[src/rtl/adc_byte_pkg.sv]
package adc_byte_pkg;
  typedef enum logic [2:0] {
    HS_IDLE    = 3'd0,
    HS_WAIT_LO = 3'd1,
    HS_SHOW_LO = 3'd2,
    HS_WAIT_HI = 3'd3,
    HS_SHOW_HI = 3'd4
  } hs_state_e;
endpackage

[src/rtl/adc_byte_pack.sv]
// Splits a result into low and high bus bytes. Requires BUS_W < MAG_W <= 2*BUS_W-2.
module adc_byte_pack #(
  parameter int MAG_W = 12,
  parameter int BUS_W = 8
) (
  input  logic [MAG_W-1:0] mag_i,
  input  logic             pol_i,
  input  logic             ovr_i,
  output logic [BUS_W-1:0] lo_o,
  output logic [BUS_W-1:0] hi_o
);
  localparam int HI_MAG = MAG_W - BUS_W;
  localparam int PAD    = BUS_W - HI_MAG - 2;

  assign lo_o = mag_i[BUS_W-1:0];

  generate
    if (PAD > 0) begin : g_pad
      assign hi_o = {{PAD{1'b0}}, pol_i, ovr_i, mag_i[MAG_W-1:BUS_W]};
    end else begin : g_nopad
      assign hi_o = {pol_i, ovr_i, mag_i[MAG_W-1:BUS_W]};
    end
  endgenerate
endmodule

[src/rtl/adc_mode_ctl.sv]
// Turns the mode input and end-of-conversion strobe into a single start pulse.
module adc_mode_ctl (
  input  logic clk_i,
  input  logic rst_ni,
  input  logic mode_i,
  input  logic eoc_i,
  input  logic busy_i,
  output logic start_o
);
  logic mode_q;
  logic mode_rise;

  always_ff @(posedge clk_i or negedge rst_ni) begin
    if (!rst_ni) mode_q <= 1'b0;
    else         mode_q <= mode_i;
  end

  assign mode_rise = mode_i & ~mode_q;
  // triggers while busy are dropped, not queued
  assign start_o   = ~busy_i & (mode_rise | (mode_i & eoc_i));
endmodule

[src/rtl/adc_hs_fsm.sv]
module adc_hs_fsm
  import adc_byte_pkg::*;
#(
  parameter int MAG_W = 12
) (
  input  logic             clk_i,
  input  logic             rst_ni,
  input  logic             start_i,
  input  logic             send_i,
  input  logic             take_i,
  input  logic [MAG_W-1:0] mag_i,
  input  logic             pol_i,
  input  logic             ovr_i,
  output logic             busy_o,
  output logic             valid_o,
  output logic             sel_hi_o,
  output logic [MAG_W-1:0] snap_mag_o,
  output logic             snap_pol_o,
  output logic             snap_ovr_o
);
  localparam int SNAP_W = MAG_W + 2;

  hs_state_e         state_q, state_d;
  logic [SNAP_W-1:0] snap_q;

  always_comb begin
    state_d = state_q;
    unique case (state_q)
      HS_IDLE:    if (start_i) state_d = HS_WAIT_LO;
      HS_WAIT_LO: if (send_i)  state_d = HS_SHOW_LO;
      HS_SHOW_LO: if (take_i)  state_d = HS_WAIT_HI;
      HS_WAIT_HI: if (send_i)  state_d = HS_SHOW_HI;
      HS_SHOW_HI: if (take_i)  state_d = HS_IDLE;
      default:                 state_d = HS_IDLE;
    endcase
  end

  always_ff @(posedge clk_i or negedge rst_ni) begin
    if (!rst_ni) begin
      state_q <= HS_IDLE;
      snap_q  <= '0;
    end else begin
      state_q <= state_d;
      if (state_q == HS_IDLE && start_i) snap_q <= {pol_i, ovr_i, mag_i};
    end
  end

  assign busy_o     = (state_q != HS_IDLE);
  assign valid_o    = (state_q == HS_SHOW_LO) || (state_q == HS_SHOW_HI);
  assign sel_hi_o   = (state_q == HS_WAIT_HI) || (state_q == HS_SHOW_HI);
  assign snap_mag_o = snap_q[MAG_W-1:0];
  assign snap_ovr_o = snap_q[MAG_W];
  assign snap_pol_o = snap_q[MAG_W+1];

  // a byte only appears after a sampled send request
  a_r7_valid_after_send: assert property (@(posedge clk_i) disable iff (!rst_ni)
    $rose(valid_o) |-> $past(send_i));

  // presented byte held until taken
  a_r8_hold_until_take: assert property (@(posedge clk_i) disable iff (!rst_ni)
    (valid_o && !take_i) |=> (valid_o && $stable(sel_hi_o) && $stable(snap_q)));

  // high byte taken ends the transfer
  a_r9_done_after_hi: assert property (@(posedge clk_i) disable iff (!rst_ni)
    (valid_o && sel_hi_o && take_i) |=> !busy_o);

  // snapshot frozen during a transfer
  a_r11_snap_frozen: assert property (@(posedge clk_i) disable iff (!rst_ni)
    (busy_o && $past(busy_o)) |-> $stable(snap_q));
endmodule

[src/rtl/adc_bus_mux.sv]
module adc_bus_mux #(
  parameter int BUS_W = 8
) (
  input  logic             busy_i,
  input  logic             hs_valid_i,
  input  logic             hs_sel_hi_i,
  input  logic             chip_en_i,
  input  logic             lo_en_i,
  input  logic             hi_en_i,
  input  logic [BUS_W-1:0] live_lo_i,
  input  logic [BUS_W-1:0] live_hi_i,
  input  logic [BUS_W-1:0] snap_lo_i,
  input  logic [BUS_W-1:0] snap_hi_i,
  output logic [BUS_W-1:0] data_o,
  output logic             drive_o
);
  always_comb begin
    drive_o = ~busy_i & chip_en_i & (lo_en_i | hi_en_i);
    data_o  = '0;
    if (hs_valid_i)   data_o = hs_sel_hi_i ? snap_hi_i : snap_lo_i;
    else if (drive_o) data_o = lo_en_i ? live_lo_i : live_hi_i;  // low byte has priority
  end
endmodule

[src/rtl/adc_byte_out.sv]
module adc_byte_out #(
  parameter int MAG_W = 12,
  parameter int BUS_W = 8
) (
  input  logic             clk_i,
  input  logic             rst_ni,
  input  logic             mode_i,
  input  logic             eoc_i,
  input  logic [MAG_W-1:0] mag_i,
  input  logic             pol_i,
  input  logic             ovr_i,
  input  logic             chip_en_i,
  input  logic             lo_en_i,
  input  logic             hi_en_i,
  input  logic             send_i,
  input  logic             take_i,
  output logic [BUS_W-1:0] data_o,
  output logic             bus_drive_o,
  output logic             hs_valid_o,
  output logic             hs_busy_o
);
  logic             start;
  logic             sel_hi;
  logic [MAG_W-1:0] snap_mag;
  logic             snap_pol, snap_ovr;
  logic [BUS_W-1:0] live_lo, live_hi, snap_lo, snap_hi;

  adc_mode_ctl u_mode_ctl (
    .clk_i  (clk_i),
    .rst_ni (rst_ni),
    .mode_i (mode_i),
    .eoc_i  (eoc_i),
    .busy_i (hs_busy_o),
    .start_o(start)
  );

  adc_hs_fsm #(.MAG_W(MAG_W)) u_hs_fsm (
    .clk_i     (clk_i),
    .rst_ni    (rst_ni),
    .start_i   (start),
    .send_i    (send_i),
    .take_i    (take_i),
    .mag_i     (mag_i),
    .pol_i     (pol_i),
    .ovr_i     (ovr_i),
    .busy_o    (hs_busy_o),
    .valid_o   (hs_valid_o),
    .sel_hi_o  (sel_hi),
    .snap_mag_o(snap_mag),
    .snap_pol_o(snap_pol),
    .snap_ovr_o(snap_ovr)
  );

  adc_byte_pack #(.MAG_W(MAG_W), .BUS_W(BUS_W)) u_pack_live (
    .mag_i(mag_i), .pol_i(pol_i), .ovr_i(ovr_i), .lo_o(live_lo), .hi_o(live_hi)
  );

  adc_byte_pack #(.MAG_W(MAG_W), .BUS_W(BUS_W)) u_pack_snap (
    .mag_i(snap_mag), .pol_i(snap_pol), .ovr_i(snap_ovr), .lo_o(snap_lo), .hi_o(snap_hi)
  );

  adc_bus_mux #(.BUS_W(BUS_W)) u_bus_mux (
    .busy_i     (hs_busy_o),
    .hs_valid_i (hs_valid_o),
    .hs_sel_hi_i(sel_hi),
    .chip_en_i  (chip_en_i),
    .lo_en_i    (lo_en_i),
    .hi_en_i    (hi_en_i),
    .live_lo_i  (live_lo),
    .live_hi_i  (live_hi),
    .snap_lo_i  (snap_lo),
    .snap_hi_i  (snap_hi),
    .data_o     (data_o),
    .drive_o    (bus_drive_o)
  );

  // mode edge while idle starts a transfer
  a_r6_mode_edge_starts: assert property (@(posedge clk_i) disable iff (!rst_ni)
    ($rose(mode_i) && !hs_busy_o) |=> hs_busy_o);

  // end of conversion with mode held high starts a transfer
  a_r10_eoc_starts: assert property (@(posedge clk_i) disable iff (!rst_ni)
    (mode_i && eoc_i && !hs_busy_o) |=> hs_busy_o);

  // no transfer appears without a trigger
  a_r5_no_spurious_start: assert property (@(posedge clk_i) disable iff (!rst_ni)
    (!hs_busy_o && !mode_i) |=> !hs_busy_o);
endmodule

[config.mk]
export PLATFORM = sky130hd
export DESIGN_NAME = adc_byte_out
export DESIGN_NICKNAME = d
export VERILOG_FILES = /design/src/rtl/adc_byte_pkg.sv /design/src/rtl/adc_byte_pack.sv /design/src/rtl/adc_mode_ctl.sv /design/src/rtl/adc_hs_fsm.sv /design/src/rtl/adc_bus_mux.sv /design/src/rtl/adc_byte_out.sv
export SDC_FILE = /design/constraint.sdc
export NUM_CORES = 1
export LEC_CHECK = 0
export BUFFER_PORTS_ARGS = -buffer_cell sky130_fd_sc_hd__buf_2
export CELL_PAD_IN_SITES_DETAIL_PLACEMENT = 0
export CELL_PAD_IN_SITES_GLOBAL_PLACEMENT = 2
export CORE_UTILIZATION = 28
export CTS_CLUSTER_DIAMETER = 100
export CTS_CLUSTER_SIZE = 10
export DETAILED_ROUTE_END_ITERATION = 12
export PLACE_DENSITY = 0.85
export SYNTH_ARGS = -nofsm -noshare
export SYNTH_HDL_FRONTEND = slang
export SYNTH_SLANG_ARGS = --single-unit
[constraint.sdc]
create_clock -name clk_i -period 1.44 [get_ports clk_i]
set_input_delay 0.216 -clock clk_i [delete_from_list [all_inputs] [get_ports clk_i]]
set_output_delay 0.216 -clock clk_i [all_outputs]
set_load 0.01 [all_outputs]
Yosys cells after proc, flatten, opt, wreduce, memory -nomap -nowiden
Cells that the tools add are included.

Bits in registers: 18. Output and inout port bits: 11. Logic and storage cells: 37.

Multiplexer cells: 10. Equality and inequality tests: 9. Reduce and logical (&&, ||, !) cells: 6. Bitwise gates (word level): 9.

Operators with widths (number): 8-bit two-way mux (4); 3-bit two-way mux (5); 3-bit case mux with 5 select lines (1); 2-bit inequality test (second input constant) (4); 3-bit by 2-bit equality test with 1-bit output (second input constant) (2); 1-bit bitwise AND (5); 5-bit AND reduction (1); 3-bit by 1-bit equality test with 1-bit output (second input constant) (1); 3-bit equality test (second input constant) (1); 3-bit logical NOT (1); 3-bit nonzero test (1); 1-bit logical OR (2); 2-bit by 1-bit inequality test with 1-bit output (second input constant) (1); 1-bit NOT (2); 1-bit bitwise OR (2); 1-bit logical AND (1).

Logic depth before layout (Yosys ltp)
Depth in word-level cells: 6. Depth in mapped cells: 5. Depth with buffers taken out: 3.

By module
A second synthesis with hierarchy kept.

Cell total of the unflattened synthesis: 127. Area, all modules: 1417.6 µm².

By module, submodules not included: adc_hs_fsm (area an instance 789.5 µm², cells each 51, instances 1); adc_bus_mux (area an instance 329.1 µm², cells each 39, instances 1); adc_byte_pack (area an instance 123.9 µm², cells each 17, instances 2); adc_mode_ctl (area an instance 51.3 µm², cells each 3, instances 1).

Worst setup path after synthesis
Ideal clock, no wire load.

Path kind: register -> output. Start: register u_hs_fsm.state_q[1]. End: output data_o[0]. Arrival: 1.252 ns. Cell stages (with the launch flop): 5. Data required time: 1.224 ns. Setup slack: -0.028 ns. Path through: dfrtp_1 buf_4 nor4b_2 o21ai_1 o22ai_1.

Cells in the longest elaborated chain, start to end: 6. Elaborated cells on any way between the ends: 12. Classes of those cells: 3 x eq/ne; 3 x mux; 3 x bitwise; 3 x reduce/logical.

RTL lines: from (decl) (RTL line adc_hs_fsm.sv:23) `hs_state_e state_q, state_d;`; from (signal assigned) (RTL line adc_hs_fsm.sv:43) `state_q <= state_d;`; 3-bit nonzero test (RTL line adc_hs_fsm.sv:48) `assign busy_o = (state_q != HS_IDLE);`; 1-bit NOT (RTL line adc_bus_mux.sv:18) `drive_o = ~busy_i & chip_en_i & (lo_en_i | hi_en_i);`; 1-bit bitwise AND (2 in series) (RTL line adc_bus_mux.sv:18); 8-bit two-way mux (RTL line adc_bus_mux.sv:21) `else if (drive_o) data_o = lo_en_i ? live_lo_i : live_hi_i;`; 8-bit two-way mux * (RTL line adc_bus_mux.sv:20) `if (hs_valid_i) data_o = hs_sel_hi_i ? snap_hi_i : snap_lo_i;`; to (decl) (RTL line adc_byte_out.sv:17) `output logic [BUS_W-1:0] data_o,`.

Mark *: on every way between the ends. The rest lies on a longest branch, timed or not.

Worst setup path in the final report
Start: register u_hs_fsm.state_q[1]. End: output data_o[5].

Same word-level chain as after synthesis.

==> summary.json <==
{
  "netlist.area_leader.share": {"value": 45.5, "unit": "%"},
  "finish.net_count": {"value": 152},
  "max-cap-violations": {"value": 0},
  "chipWidth": {"value": 61.5, "unit": "um"},
  "cts.clk_slew.worst_paths": {"value": 0.11, "unit": "ns"},
  "arrival": {"value": 1.60, "unit": "ns"},
  "final_max_slew_viol_count": {"value": 0},
  "design.core.area": {"value": 0.00336, "unit": "mm2"},
  "synthMuxAreaShare": {"value": 25.8, "unit": "%"},
  "yosys_warnings": {"value": 0},
  "min_period": {"value": 1.81, "unit": "ns"},
  "io_buffers": {"value": 33},
  "drt-vias-per-instance": {"value": 4.72},
  "number_of_detailed_route_iterations_in_the_first_pass": {"value": 3},
  "synthXorXnorAreaFrac": {"value": 0.885, "unit": "%"},
  "drtAntennaViolNets": {"value": 0},
  "cts_num_sinks": {"value": 18},
  "fp.dieArea": {"value": 0.00378, "unit": "mm2"},
  "synthDominantAreaCellType": {"value": "sky130_fd_sc_hd__dfrtp_1"},
  "fin_cells": {"value": 174},
  "clock.fmax": {"value": 0.551, "unit": "GHz"},
  "postLayoutCoreUtil": {"value": 43.9, "unit": "%"},
  "setup_tns": {"value": -6.51, "unit": "ns"},
  "ios": {"value": 34},
  "grt_pass1_wl": {"value": 3.82, "unit": "mm"},
  "peakVddDrop": {"value": 0.667, "unit": "mV"},
  "detailroute.via_count": {"value": 821},
  "timing.critical_path.to_type": {"value": "primary output"},
  "grt_setup_unrepaired": {"value": "true"},
  "synth-compound-area-share": {"value": 13.3, "unit": "%"},
  "violated_checks": {"value": "setup timing"},
  "synth-edff-count": {"value": 0},
  "mappedNetlistArea": {"value": 990, "unit": "um2"},
  "synth.yosys.seq_area_share": {"value": 45.5, "unit": "%"},
  "fin_skew": {"value": 0.00587, "unit": "ns"},
  "timing.critical_path.fanout_max": {"value": 7},
  "antenna_found_initial": {"value": 0},
  "synthesis.area_per_instance": {"value": 12.7, "unit": "um2"},
  "synth_top_family_by_area": {"value": "multiplexers"},
  "clock_tree.root_cell": {"value": "sky130_fd_sc_hd__clkbuf_4"},
  "post-synth-top-count-cell": {"value": "sky130_fd_sc_hd__dfrtp_1"},
  "critPathKind": {"value": "register to primary output"},
  "post_synth_most_frequent_cells": {"value": "18 x sky130_fd_sc_hd__dfrtp_1, 10 x sky130_fd_sc_hd__mux2_4, 6 x sky130_fd_sc_hd__a22oi_1, 6 x sky130_fd_sc_hd__mux2i_1, 6 x sky130_fd_sc_hd__o22ai_1"},
  "critical_path.startpoint_type": {"value": "register"},
  "postSynth.topFlopCell": {"value": "sky130_fd_sc_hd__dfrtp_1"},
  "worst_slew_pin_slew": {"value": 0.418, "unit": "ns"},
  "clock_insertion_delay_worst_skew": {"value": 0.29, "unit": "ns"},
  "post-route-period-util": {"value": 126, "unit": "%"},
  "synth-async-reset-ratio": {"value": 100, "unit": "%"},
  "synth-adder-area-share": {"value": 0, "unit": "%"},
  "total_leakage_power": {"value": 0.720, "unit": "nW"},
  "route.final.wire_length": {"value": 2.43, "unit": "mm"},
  "place.detailed.hpwl": {"value": 1.69, "unit": "mm"},
  "final_design_area_no_fill": {"value": 0.00148, "unit": "mm2"},
  "cts_max_level": {"value": 1},
  "start_util": {"value": 29.4, "unit": "%"},
  "syn2layout_area_growth": {"value": 49.2, "unit": "%"},
  "drive_above_1_share": {"value": 67.2, "unit": "%"},
  "synth_seq_cells": {"value": 18},
  "drtIter0Drc": {"value": 6},
  "hp-class": {"value": "input pin to register"},
  "syn_nets": {"value": 101},
  "outcome": {"value": "finished, violations left"},
  "synth_simple_gate_area_share": {"value": 10.4, "unit": "%"},
  "power-per-cell-area": {"value": 1980, "unit": "mW/mm2"},
  "netlist-cell-type-count": {"value": 26},
  "place_congestion": {"value": 0.735},
  "cts-buffers-inserted": {"value": 3},
  "report.final.setup_viol": {"value": 25},
  "chipHeight": {"value": 61.5, "unit": "um"},
  "drc_errors": {"value": 0},
  "first_global_vias": {"value": 854},
  "fin_worst_hold_slack": {"value": 0.0901, "unit": "ns"},
  "worst_slack": {"value": -0.374, "unit": "ns"},
  "insertedDiodeCount": {"value": 0},
  "routedWlPerCell": {"value": 14.0, "unit": "um"},
  "worst_ep_required_time": {"value": 1.22, "unit": "ns"},
  "postPlaceCellArea": {"value": 0.00128, "unit": "mm2"},
  "cts_tree": {"value": "done"},
  "grt_max_degree": {"value": 19},
  "worst_slew_margin_rel": {"value": 72.1, "unit": "%"},
  "maximum_clock_path_buffer_count": {"value": 2},
  "row_count": {"value": 21},
  "report.final.hold_viol_count": {"value": 0},
  "globalRouteOverflowTotal": {"value": 0},
  "synthesis.instances": {"value": 78},
  "cell_total_after_placement": {"value": 164},
  "global_route.usage.total": {"value": 14.0, "unit": "%"},
  "synth.top_cells.by_area": {"value": "sky130_fd_sc_hd__dfrtp_1 46%, sky130_fd_sc_hd__mux2_4 15%, sky130_fd_sc_hd__mux2i_1 6.1%"}
}
[per-layer routing]
| metal | global-route usage, % | up-vias | share of wire (%) | wire length (um) |
|---|---|---|---|---|
| met4 | 4.44 | 0 | 0.45 | 11 |
| met3 | 2.94 | 2 | 5.6 | 137 |
| met2 | 22.0 | 27 | 48 | 1160 |
| met1 | 19.2 | 397 | 46 | 1130 |
| met5 | 0 | - | 0 | 0 |
| li1 | - | 395 | - | - |
[state kept, by name (all words and copies together) (netlist names)]
name / cells
u_hs_fsm.snap_q: 14
u_hs_fsm.state_q: 3
u_mode_ctl.mode_q: 1
[worst paths after layout]
kind	startpoint	slack, ns	cells past startpoint	end
max	u_hs_fsm.state_q[1]	-0.37	4	data_o[5]
min	mode_i	0.09	1	u_mode_ctl.mode_q
max reg2reg	u_hs_fsm.state_q[0]	-0.23	7	u_hs_fsm.snap_q[0]
min reg2reg	u_hs_fsm.snap_q[7]	0.53	1	u_hs_fsm.snap_q[7]
max in group asynchronous	rst_ni	0.75	2	u_hs_fsm.state_q[0]
min in group asynchronous	rst_ni	0.37	2	u_hs_fsm.snap_q[0]
[stage by stage]
step | setup slack (ns) | power (mW)
4_1_cts | -0.380 | 2.74
2_1_floorplan | -0.0284 | 1.76
5_1_grt | -0.486 | 3.12
6_report | -0.374 | 2.93
3_5_place_dp | -0.109 | 2.27
3_3_place_gp | -0.0568 | 2.24
[where the power goes]
group	total, mW	internal (mW)	switching (mW)
Clock	0.310	0.154	0.156
Combinational	1.66	0.997	0.668
Sequential	0.954	0.755	0.199
Total	2.93	1.91	1.02
[critical path, cell delays in order (launching register included)]
cell and delay, ns:
sky130_fd_sc_hd__dfrtp_2 0.46, sky130_fd_sc_hd__nor4b_4 0.38, sky130_fd_sc_hd__o21ai_4 0.16, sky130_fd_sc_hd__o22ai_1 0.15, sky130_fd_sc_hd__buf_2 0.15
[final cells by class]
class | instances | area, um2
fillers | 348 | 1890
multi-input cells | 52 | 559
flip-flops and latches | 18 | 454
repair buffers | 51 | 358
well taps | 46 | 57.6
clock buffers | 4 | 36.3
inverters | 3 | 11.3
[cells in the final DEF (no fill, tap or decap), drive strengths merged]
cell type,netlist,routed
dlygate4sd3,0,1
inv,3,3
dfrtp,18,18
nand3b,1,1
nor2b,2,2
o21ai,2,2
nor3,1,1
a21oi,2,2
a221oi,1,1
nor4b,1,1
mux2,14,14
nand2b,2,2
or4b,1,1
buf,3,49
xor2,1,1
nand2,1,1
clkbuf,2,5
mux2i,6,6
o22ai,6,6
a32o,2,2
nor2,2,2
nand3,1,1
a22oi,6,6
[cell families after synthesis]
group	after synthesis
xor gates and xnor gates	1
muxes	20
AOI/OAI and AO/OA	19
and+or+nand+nor	12
DFF	18
buffers and inverters	8
[repair_timing]
action | in CTS | in global routing
pin swaps | 6 | 2
setup buffers | 3 | 1
hold endpoints to repair | 18 | 0
gates resized for setup | 10 | 14
hold buffers | 1 | 0
endpoints found under the setup margin | 25 | 26
cloned | 0 | 1
Note: power is estimated with default switching activity, not from simulation.
